--- config.mk ---
export PLATFORM = sky130hd
export DESIGN_NAME = rx_route_ilv
export DESIGN_NICKNAME = d
export VERILOG_FILES = /design/src/rtl/rx_route_pkg.sv /design/src/rtl/rx_cfg_bank.sv /design/src/rtl/rx_xbar.sv /design/src/rtl/rx_ddc_stub.sv /design/src/rtl/rx_word_ser.sv /design/src/rtl/rx_route_ilv.sv
export SDC_FILE = /design/constraint.sdc
export NUM_CORES = 1
export LEC_CHECK = 0
export ABC_AREA = 1
export BUFFER_PORTS_ARGS = -buffer_cell sky130_fd_sc_hd__buf_2
export CAP_MARGIN = 20
export CELL_PAD_IN_SITES_DETAIL_PLACEMENT = 1
export CELL_PAD_IN_SITES_GLOBAL_PLACEMENT = 2
export CORE_UTILIZATION = 30
export DETAILED_ROUTE_END_ITERATION = 6
export PLACE_DENSITY_LB_ADDON = 0.1
export SLEW_MARGIN = 0
export SYNTH_ARGS = -nofsm -noshare
export SYNTH_HDL_FRONTEND = slang
export SYNTH_SLANG_ARGS = --single-unit
--- constraint.sdc ---
create_clock -name clk -period 1.4 [get_ports clk]
set_input_delay 0.14 -clock clk [delete_from_list [all_inputs] [get_ports clk]]
set_output_delay 0.14 -clock clk [all_outputs]
set_load 0.01 [all_outputs]
--- src/rtl/rx_route_pkg.sv ---
// Shared constants and types for the receive router and interleaver.
// Assumes exactly four converters and up to four channels, which the
// 1/2/4 channel modes depend on.
package rx_route_pkg;

    localparam int NUM_ADC = 4;
    localparam int NUM_CH  = 4;
    localparam int SEL_W   = $clog2(NUM_ADC);
    localparam int MODE_W  = 2;
    localparam int MAXW    = 2 * NUM_CH;
    localparam int IDX_W   = $clog2(MAXW);

    // Per-channel routing field: in-phase select in the low bits.
    typedef struct packed {
        logic [SEL_W-1:0] q_sel;
        logic [SEL_W-1:0] i_sel;
    } route_t;

    typedef route_t [NUM_CH-1:0] route_arr_t;

    localparam int ROUTE_W = $bits(route_arr_t);

    // Word count of one group for a channel-count code.
    function automatic logic [IDX_W:0] words_for_mode(input logic [MODE_W-1:0] m);
        case (m)
            2'b00:   return (IDX_W+1)'(2);
            2'b01:   return (IDX_W+1)'(4);
            default: return (IDX_W+1)'(MAXW);
        endcase
    endfunction

endpackage

--- src/rtl/rx_cfg_bank.sv ---
// Staged configuration. Writes land in a shadow copy at once. The
// active copy follows the shadow only on a group capture, so the
// datapath sees new settings only between groups.
// Assumes grp_cap is a single-cycle pulse from the decimation stub.
module rx_cfg_bank
    import rx_route_pkg::*;
#(
    parameter int DEC_W     = 8,
    parameter int RST_DECIM = 15
) (
    input  logic              clk,
    input  logic              rst_n,
    input  logic              wr_en,
    input  route_arr_t        wr_route,
    input  logic [MODE_W-1:0] wr_mode,
    input  logic [DEC_W-1:0]  wr_decim,
    input  logic              grp_cap,
    output route_arr_t        act_route,
    output logic [MODE_W-1:0] act_mode,
    output logic [DEC_W-1:0]  act_decim
);

    route_arr_t        sh_route;
    logic [MODE_W-1:0] sh_mode;
    logic [DEC_W-1:0]  sh_decim;

    // Shadow copy: follows every write.
    always_ff @(posedge clk) begin
        if (!rst_n) begin
            sh_route <= '0;
            sh_mode  <= '0;
            sh_decim <= DEC_W'(RST_DECIM);
        end else if (wr_en) begin
            sh_route <= wr_route;
            sh_mode  <= wr_mode;
            sh_decim <= wr_decim;
        end
    end

    // Active copy: moves only at a group boundary.
    always_ff @(posedge clk) begin
        if (!rst_n) begin
            act_route <= '0;
            act_mode  <= '0;
            act_decim <= DEC_W'(RST_DECIM);
        end else if (grp_cap) begin
            act_route <= sh_route;
            act_mode  <= sh_mode;
            act_decim <= sh_decim;
        end
    end

    // settings seen by the datapath never change between captures.
    a_r6_cfg_at_boundary: assert property (@(posedge clk) disable iff (!rst_n)
        !grp_cap |=> ($stable(act_route) && $stable(act_mode) && $stable(act_decim)));

endmodule

--- src/rtl/rx_xbar.sv ---
// Converter-to-channel crossbar. Every channel input picks one of the
// converters and widens it with its sign. Purely combinational; one
// converter may drive any number of channel inputs.
module rx_xbar
    import rx_route_pkg::*;
#(
    parameter int ADC_W  = 12,
    parameter int WORD_W = 16
) (
    input  logic [NUM_ADC*ADC_W-1:0]     adc_bus,
    input  route_arr_t                   route,
    output logic [NUM_CH-1:0][WORD_W-1:0] ch_i,
    output logic [NUM_CH-1:0][WORD_W-1:0] ch_q
);

    localparam int EXT_W = WORD_W - ADC_W;

    // Select one converter and widen it with its sign bit.
    function automatic logic [WORD_W-1:0] pick(
        input logic [NUM_ADC*ADC_W-1:0] bus,
        input logic [SEL_W-1:0]         sel
    );
        logic [ADC_W-1:0] s;
        s = bus[sel*ADC_W +: ADC_W];
        return {{EXT_W{s[ADC_W-1]}}, s};
    endfunction

    for (genvar c = 0; c < NUM_CH; c++) begin : g_chan
        // Per-channel in-phase and quadrature selection.
        assign ch_i[c] = pick(adc_bus, route[c].i_sel);
        assign ch_q[c] = pick(adc_bus, route[c].q_sel);
    end

endmodule

--- src/rtl/rx_ddc_stub.sv ---
// Stand-in for the downconverter arithmetic. It counts D+1 cycles per
// output sample and then captures all routed channel samples at once,
// together with the channel-count code they were routed under.
// Assumes the active decimation setting changes only on its own capture.
module rx_ddc_stub
    import rx_route_pkg::*;
#(
    parameter int WORD_W = 16,
    parameter int DEC_W  = 8
) (
    input  logic                          clk,
    input  logic                          rst_n,
    input  logic [NUM_CH-1:0][WORD_W-1:0] ch_i,
    input  logic [NUM_CH-1:0][WORD_W-1:0] ch_q,
    input  logic [DEC_W-1:0]              act_decim,
    input  logic [MODE_W-1:0]             act_mode,
    output logic                          grp_cap,
    output logic                          res_stb,
    output logic [NUM_CH-1:0][WORD_W-1:0] res_i,
    output logic [NUM_CH-1:0][WORD_W-1:0] res_q,
    output logic [MODE_W-1:0]             res_mode
);

    logic [DEC_W-1:0] cnt;

    assign grp_cap = (cnt == act_decim);

    // Sample-period counter, restarting at each capture.
    always_ff @(posedge clk) begin
        if (!rst_n)       cnt <= '0;
        else if (grp_cap) cnt <= '0;
        else              cnt <= cnt + 1'b1;
    end

    // Capture one sample per channel and pulse the shared strobe.
    always_ff @(posedge clk) begin
        if (!rst_n) begin
            res_stb  <= 1'b0;
            res_i    <= '0;
            res_q    <= '0;
            res_mode <= '0;
        end else begin
            res_stb <= grp_cap;
            if (grp_cap) begin
                res_i    <= ch_i;
                res_q    <= ch_q;
                res_mode <= act_mode;
            end
        end
    end

    // the period counter never passes the active setting.
    a_r5_cnt_in_range: assert property (@(posedge clk) disable iff (!rst_n)
        cnt <= act_decim);

    // the captured results hold between strobes.
    a_r5_result_held: assert property (@(posedge clk) disable iff (!rst_n)
        !res_stb |=> ($stable(res_i) && $stable(res_q)) || res_stb);

endmodule

--- src/rtl/rx_word_ser.sv ---
// Group serializer. On the shared strobe it loads a whole group when it
// is idle or finishing its last word. Otherwise it drops the group and
// sets a sticky overrun flag. It sends channel-ordered in-phase/
// quadrature words under a valid/ready handshake.
// Assumes res_stb is a one-cycle pulse with res_* valid in that cycle.
module rx_word_ser
    import rx_route_pkg::*;
#(
    parameter int WORD_W = 16
) (
    input  logic                          clk,
    input  logic                          rst_n,
    input  logic                          res_stb,
    input  logic [NUM_CH-1:0][WORD_W-1:0] res_i,
    input  logic [NUM_CH-1:0][WORD_W-1:0] res_q,
    input  logic [MODE_W-1:0]             res_mode,
    output logic [WORD_W-1:0]             out_data,
    output logic                          out_valid,
    input  logic                          out_ready,
    output logic                          overrun
);

    logic [NUM_CH-1:0][WORD_W-1:0] grp_i;
    logic [NUM_CH-1:0][WORD_W-1:0] grp_q;
    logic [IDX_W-1:0]              idx;
    logic [IDX_W:0]                nwords;
    logic                          busy;
    logic                          fire;
    logic                          last;
    logic                          take;
    logic [IDX_W-2:0]              ch_sel;

    assign fire   = busy && out_ready;
    assign last   = (idx == IDX_W'(nwords - 1'b1));
    assign take   = res_stb && (!busy || (fire && last));
    assign ch_sel = idx[IDX_W-1:1];

    // Group storage: loaded only when a group is accepted.
    always_ff @(posedge clk) begin
        if (!rst_n) begin
            grp_i  <= '0;
            grp_q  <= '0;
            nwords <= '0;
        end else if (take) begin
            grp_i  <= res_i;
            grp_q  <= res_q;
            nwords <= words_for_mode(res_mode);
        end
    end

    // Position within the group and the busy state.
    always_ff @(posedge clk) begin
        if (!rst_n) begin
            busy <= 1'b0;
            idx  <= '0;
        end else if (take) begin
            busy <= 1'b1;
            idx  <= '0;
        end else if (fire) begin
            if (last) begin
                busy <= 1'b0;
                idx  <= '0;
            end else begin
                idx <= idx + 1'b1;
            end
        end
    end

    // Sticky overrun: a strobe arrived that could not be taken.
    always_ff @(posedge clk) begin
        if (!rst_n)                 overrun <= 1'b0;
        else if (res_stb && !take)  overrun <= 1'b1;
    end

    // Word select: channel from the upper index bits, I or Q from bit 0.
    always_comb begin
        out_data = idx[0] ? grp_q[ch_sel] : grp_i[ch_sel];
    end

    assign out_valid = busy;

    // a stalled word and its position stay put.
    a_r7_hold_word: assert property (@(posedge clk) disable iff (!rst_n)
        (out_valid && !out_ready) |=> (out_valid && $stable(out_data) && $stable(idx)));

    // position stays inside the group.
    a_r3_idx_in_group: assert property (@(posedge clk) disable iff (!rst_n)
        busy |-> ({1'b0, idx} < nwords));

    // an accepted non-final word advances the position by one.
    a_r3_idx_step: assert property (@(posedge clk) disable iff (!rst_n)
        (fire && !last && !res_stb) |=> (idx == $past(idx) + 1'b1));

    // a group in flight is never overwritten by a dropped one.
    a_r8_group_kept: assert property (@(posedge clk) disable iff (!rst_n)
        (busy && !(fire && last)) |=> ($stable(grp_i) && $stable(grp_q)));

    // overrun stays set until reset.
    a_r8_ovr_sticky: assert property (@(posedge clk) disable iff (!rst_n)
        overrun |=> overrun);

    // reset leaves the serializer idle and the flag clear.
    a_r9_reset_idle: assert property (@(posedge clk)
        !rst_n |=> (!busy && !overrun && idx == '0));

endmodule

--- src/rtl/rx_route_ilv.sv ---
// Top level: staged configuration, converter crossbar, decimating
// stub and word serializer, wired in that order.
// Assumes ADC_W < WORD_W and four converters and channels.
module rx_route_ilv
    import rx_route_pkg::*;
#(
    parameter int ADC_W     = 12,
    parameter int WORD_W    = 16,
    parameter int DEC_W     = 8,
    parameter int RST_DECIM = 15
) (
    input  logic                     clk,
    input  logic                     rst_n,
    input  logic [NUM_ADC*ADC_W-1:0] adc_bus,
    input  logic                     cfg_we,
    input  logic [ROUTE_W-1:0]       cfg_route,
    input  logic [MODE_W-1:0]        cfg_nchan,
    input  logic [DEC_W-1:0]         cfg_decim,
    output logic [WORD_W-1:0]        out_data,
    output logic                     out_valid,
    input  logic                     out_ready,
    output logic                     overrun
);

    route_arr_t                    wr_route;
    route_arr_t                    act_route;
    logic [MODE_W-1:0]             act_mode;
    logic [DEC_W-1:0]              act_decim;
    logic                          grp_cap;
    logic [NUM_CH-1:0][WORD_W-1:0] ch_i;
    logic [NUM_CH-1:0][WORD_W-1:0] ch_q;
    logic                          res_stb;
    logic [NUM_CH-1:0][WORD_W-1:0] res_i;
    logic [NUM_CH-1:0][WORD_W-1:0] res_q;
    logic [MODE_W-1:0]             res_mode;

    assign wr_route = route_arr_t'(cfg_route);

    rx_cfg_bank #(.DEC_W(DEC_W), .RST_DECIM(RST_DECIM)) u_cfg (
        .clk       (clk),
        .rst_n     (rst_n),
        .wr_en     (cfg_we),
        .wr_route  (wr_route),
        .wr_mode   (cfg_nchan),
        .wr_decim  (cfg_decim),
        .grp_cap   (grp_cap),
        .act_route (act_route),
        .act_mode  (act_mode),
        .act_decim (act_decim)
    );

    rx_xbar #(.ADC_W(ADC_W), .WORD_W(WORD_W)) u_xbar (
        .adc_bus (adc_bus),
        .route   (act_route),
        .ch_i    (ch_i),
        .ch_q    (ch_q)
    );

    rx_ddc_stub #(.WORD_W(WORD_W), .DEC_W(DEC_W)) u_ddc (
        .clk       (clk),
        .rst_n     (rst_n),
        .ch_i      (ch_i),
        .ch_q      (ch_q),
        .act_decim (act_decim),
        .act_mode  (act_mode),
        .grp_cap   (grp_cap),
        .res_stb   (res_stb),
        .res_i     (res_i),
        .res_q     (res_q),
        .res_mode  (res_mode)
    );

    rx_word_ser #(.WORD_W(WORD_W)) u_ser (
        .clk       (clk),
        .rst_n     (rst_n),
        .res_stb   (res_stb),
        .res_i     (res_i),
        .res_q     (res_q),
        .res_mode  (res_mode),
        .out_data  (out_data),
        .out_valid (out_valid),
        .out_ready (out_ready),
        .overrun   (overrun)
    );

    // every word presented carries a proper sign extension.
    a_r1_sign_ext: assert property (@(posedge clk) disable iff (!rst_n)
        out_valid |-> ((out_data[WORD_W-1:ADC_W-1] == '0) ||
                       (out_data[WORD_W-1:ADC_W-1] == '1)));

endmodule

After elaboration in Yosys (flattened, before gate mapping)
Index checks and enable logic that the tools add are counted.

Bits in registers: 263. Output and inout port bits: 18. Word-level logic and storage cells: 90.

Add/subtract/negate cells: 3. Multiply operators: 8. $lt $le $gt $ge: 1. Equal/unequal tests: 3. Shifts and indexed selects: 8. Multiplexer cells: 10. Bitwise gates (word level): 1. Reduce and logical (&&, ||, !) cells: 13.

Operators by type and width (number): variable part select 48 x 7 -> 12 bit (8); binary-select mux 16 bit (select 2 bit) (2); 2-to-1 mux 16 bit (3); multiplier 2 x 2 -> 4 bit (second input constant) (8); adder 8 x 1 -> 8 bit (second input constant) (1); == test 8 bit (1); one-hot mux 3 bit (2 select lines) (1); logical AND 1 bit (4); nonzero test 2 bit (2); OR reduction 2 bit (2); adder 3 x 1 -> 3 bit (second input constant) (1); == test 3 bit (1); less-than comparator 2 x 3 -> 1 bit (second input constant) (1); 2-to-1 mux 1 bit (3); 2-to-1 mux 3 bit (1); subtractor 3 x 1 -> 3 bit (second input constant) (1); == test 2 x 1 -> 1 bit (second input constant) (1); zero test 1 bit (2); zero test 2 bit (1); AND reduction 2 bit (1); logical OR 1 bit (1); NOT 1 bit (1).

Longest topological paths before layout
Depth after elaboration: 7. Mapped depth: 11. Mapped depth without buffers: 9.

Modules after synthesis
A second synthesis with hierarchy kept.

Cells, all modules: 2930. Area total of the unflattened synthesis: 18301.3 um^2.

By module, submodules not included: rx_word_ser (times used 1, cells an instance 1126, area an instance 7070.5 um^2, sequential area each 2702.6 um^2); rx_ddc_stub (times used 1, cells an instance 666, area an instance 5425.2 um^2, sequential area each 2782.7 um^2); rx_xbar (times used 1, cells an instance 824, area an instance 3733.6 um^2, sequential area each 0.0 um^2); rx_cfg_bank (times used 1, cells an instance 314, area an instance 2072.0 um^2, sequential area each 1041.0 um^2).

Worst setup path after synthesis
No wires, ideal clock.

Path type: flip-flop to output port. Start point: register u_ser.idx[1]. End point: output out_data[12]. Data arrival time: 1.462 ns. Slack: -0.202 ns. Stages on the path, launching flop included: 8. Cell sequence: dfxtp_1 -> clkbuf_1 -> clkbuf_1 -> nor2_1 -> o22ai_1 -> nand2_1 -> nand2_1 -> buf_4.

Word-level cells in the longest chain between the ends: 3.

RTL lines: from (decl) (RTL line rx_word_ser.sv:25) `logic [IDX_W-1:0] idx;`; from (signal assigned) (RTL line rx_word_ser.sv:64) `idx <= idx + 1'b1;`; binary-select mux 16 bit (select 2 bit) (RTL line rx_word_ser.sv:77) `out_data = idx[0] ? grp_q[ch_sel] : grp_i[ch_sel];`; 2-to-1 mux 16 bit (implied by the code) (RTL line rx_word_ser.sv:77); 2-to-1 mux 16 bit (*) (RTL line rx_word_ser.sv:77); to (decl) (RTL line rx_route_ilv.sv:19) `output logic [WORD_W-1:0] out_data,`.

Every way passes the cells marked *; elsewhere a longest branch is shown, timed or not. The select of a mux whose other input is x is not followed.

Final worst setup path
Start point: register u_ser.idx[2]. End point: output out_data[0].

Same word-level chain as after synthesis.

==> impl_metrics.csv <==
group,metric,value,unit
detailed_routing,drtPass1Iterations,5,
grt,antenna_found_initial,7,
grt,grt_util_all_layers,26.3,%
synth,synth.avg_cell_area,6.54,um2
worst_setup_path,cp.required,1260,ps
pwr,comb_power_share,7.6,%
floorplan,io-pin-count,96,
clocking,clockBufferDepth,3,
synth,synth_area_leaders,"dfxtp_1 (40%), o21ai_0 (16%), nor2_1 (8.9%)",
synth,netlist.area_leader.share,39.9,%
floorplan,dieArea,44700,um2
detailed_routing,dr.first_iter.drc_count,952,
worst_setup_path,startpoint_type,"register",
floorplan,die_w,211,um
detailed_routing,drt-wirelength-per-cell,21.6,um
worst_setup_path,cp.arrival,1900,ps
synth,syn_area,13100,um2
placed_design,gp_congestion,0.820,
detailed_routing,vias_per_cell,5.16,
timing,tightest_slew,599,ps
placed_design,placed_cells,2659,
timing,hold_viol_final,0,
grt,grt_max_degree,101,
pwr,leakagePower,0.00826,uW
floorplan,start_util,30.5,%
grt,grt.overflow.total,0,
timing,timing.fmax,490,MHz
timing,finClkSkew,9.51,ps
status,violations,"negative setup slack",
pwr,vdd_drop_max,0.858,mV
timing,timing.final.crit_share,146,%
grt,grt_pass1_vias,14500,
clocking,cts_inserted_buffers,31,
final_layout,drive_gt1_share,30.6,%
pwr,clkPwrFrac,48.3,%
floorplan,num_rows,76,
worst_setup_path,critical_path_class,"reg -> out",
timing,setup-violations-final,251,
pwr,power_density,837,nW/um2
worst_setup_path,critical_path_peak_fanout,6,
clocking,root_buffer,"clkbuf_16",
synth,synth_area_leader_cell,"dfxtp_1",
pwr,switching_share,23.8,%
placed_design,dp_slack,-274,ps
final_layout,num-nets-final,2344,
placed_design,dp_hpwl,37300,um
pwr,p_int,13000,uW
detailed_routing,drc,0,
detailed_routing,vias,14800,
floorplan,die_h,211,um
final_layout,syn_to_final_growth,55.3,%
worst_setup_path,crit_path_end_kind,"output pin",
timing,post-route-min-period,2040,ps
final_layout,instances_no_fill,2876,
pwr,pwr-share-seq,44.1,%
clocking,clock_sinks,262,
synth,yosysSeqAreaShare,39.9,%
timing,rsz0062_at_grt,"true",
synth,syn_inst,2009,
clocking,ctsHtreeMaxLevel,1,
detailed_routing,wl,62200,um
grt,grt_pass1_wl,90000,um
placed_design,port_buffers,95,
detailed_routing,antenna_left,0,
floorplan,core,43200,um2
synth,synth.distinct_cells,27,
run,maxCapViolCount,0,
clocking,clk_pin_slew,60,ps
status,status,"finished with violations",
timing,layout_setup_ws,-640,ps
timing,drv_slew,0,
synth,syn_nets,2089,
clocking,cts_tree,"yes",
synth,ys.warnings.count,0,
pwr,switchingPower,4070,uW
min_path,hp-class,"in -> reg",
synth,ys_seq_elements,262,
clocking,clkLatencyLatePin,570,ps
timing,relSlewSlack,59.6,%
==> stage by stage <==
step | util, % | area, um2 | setup TNS [ps] | hold slack (ps) | total power (uW)
5_1_grt | 47.3 | 20400 | -112570 | 73.7 | 17700
4_1_cts | 43.5 | 18800 | -94620 | 18.1 | 17200
6_report | 47.3 | 20400 | -98310 | 31.2 | 17100
2_1_floorplan | - | 13200 | 0 | 266 | 8130
3_3_place_gp | 34.9 | 15100 | -40710 | 357 | 8560
3_5_place_dp | 34.9 | 15100 | -49650 | 364 | 8580
==> cells by family (layout without fill, tap and decap cells) <==
family                     after synthesis  after routing  share of synthesized area [%]
xor gates and xnor gates                12             12                          0.799
adders and majority gates                2              2                          0.190
buffers and inverters                  313            588                           10.3
and+or+nand+nor                        725            728                           22.1
DFF                                    262            262                           39.9
other                                    0              4                              0
AOI/OAI and AO/OA                      695            695                           26.7
==> state kept, by name, summed over array words and instances (netlist names), 2 cells and up <==
register and flops:
u_ser.grp_q 48, u_ser.idx 3, u_ddc.res_mode 2, u_cfg.act_decim 8, u_ddc.res_i 48, u_cfg.sh_decim 8, u_cfg.act_mode 2, u_ser.nwords 2
u_ddc.res_q 48, u_cfg.sh_route 16, u_cfg.sh_mode 2, u_ddc.cnt 8, u_ser.grp_i 48, u_cfg.act_route 16
==> cells in the mapped netlist (all sizes together) <==
master,instances
xor2,6
o21ai,472
a21oi,195
ha,2
nand4,1
clkinv,9
o22ai,26
buf,66
o2111ai,1
nor3,6
nor3b,1
nand3,112
xnor2,6
dfxtp,262
nand2,294
nor2,311
inv,135
clkbuf,103
a31oi,1
==> per-layer routing <==
metal	global-route usage [%]	share of wire (%)
met1	37.2	47
met2	41.6	46
met3	3.12	4.0
met4	7.95	2.9
met5	0	0.040
==> final cells by class <==
class	count	area, um2
fillers	5236	22800
clock inverters	10	103
multi-input cells	1437	7810
clock buffers	46	942
repair buffers	388	5000
well taps	585	732
flip-flops and latches	262	5260
inverters	144	553
diodes	4	10.0
==> power groups by stage <==
stage | combinational, uW | clock (uW) | sequential, uW
2_1_floorplan | 428 | 0 | 7700
3_3_place_gp | 857 | 0 | 7710
3_5_place_dp | 869 | 0 | 7710
4_1_cts | 1200 | 8410 | 7540
5_1_grt | 1390 | 8720 | 7550
6_report | 1290 | 8260 | 7540
==> critical path, stage by stage, from the launching register on <==
cell     delay (ps)
dfxtp_4         440
buf_12          170
buf_6           120
o21ai_2          60
o22ai_2         240
nand2_1         100
nand2_2          90
buf_6           110
==> placed cells by master, fill, tap and decap left out, drive strengths merged <==
cell,Yosys,routed
a21oi,195,195
xor2,6,6
xnor2,6,6
nand2,294,297
dlygate4sd3,0,28
nor2,311,311
dfxtp,262,262
clkinv,9,16
o22ai,26,26
buf,66,340
o2111ai,1,1
inv,135,135
nand3,112,112
ha,2,2
nor3b,1,1
a31oi,1,1
bufinv,0,2
o21ai,472,472
nor3,6,6
bufbuf,0,1
clkbuf,103,65
diode,0,4
nand4,1,1
clkinvlp,0,1
==> final timing paths <==
kind / cells after the start / start / to / slack [ps]
setup reg to reg: 13 / u_ser.idx[1] / u_ser.grp_q[4] / -570
hold reg to reg: 2 / u_ser.overrun / u_ser.overrun / 450
setup / recovery: 7 / u_ser.idx[2] / out_data[0] / -640
hold / removal: 5 / out_ready / u_ser.idx[0] / 30
==> repair_timing <==
| action | CTS | global route |
|---|---|---|
| gates resized for setup | 225 | 379 |
| pin swaps | 60 | 76 |
| cloned | 41 | 20 |
| setup buffers | 51 | 36 |
| endpoints found under the hold margin | 28 | 0 |
| hold buffers | 28 | 0 |
| endpoints found under the setup margin | 247 | 253 |
Power figures use the tool's default switching activity.
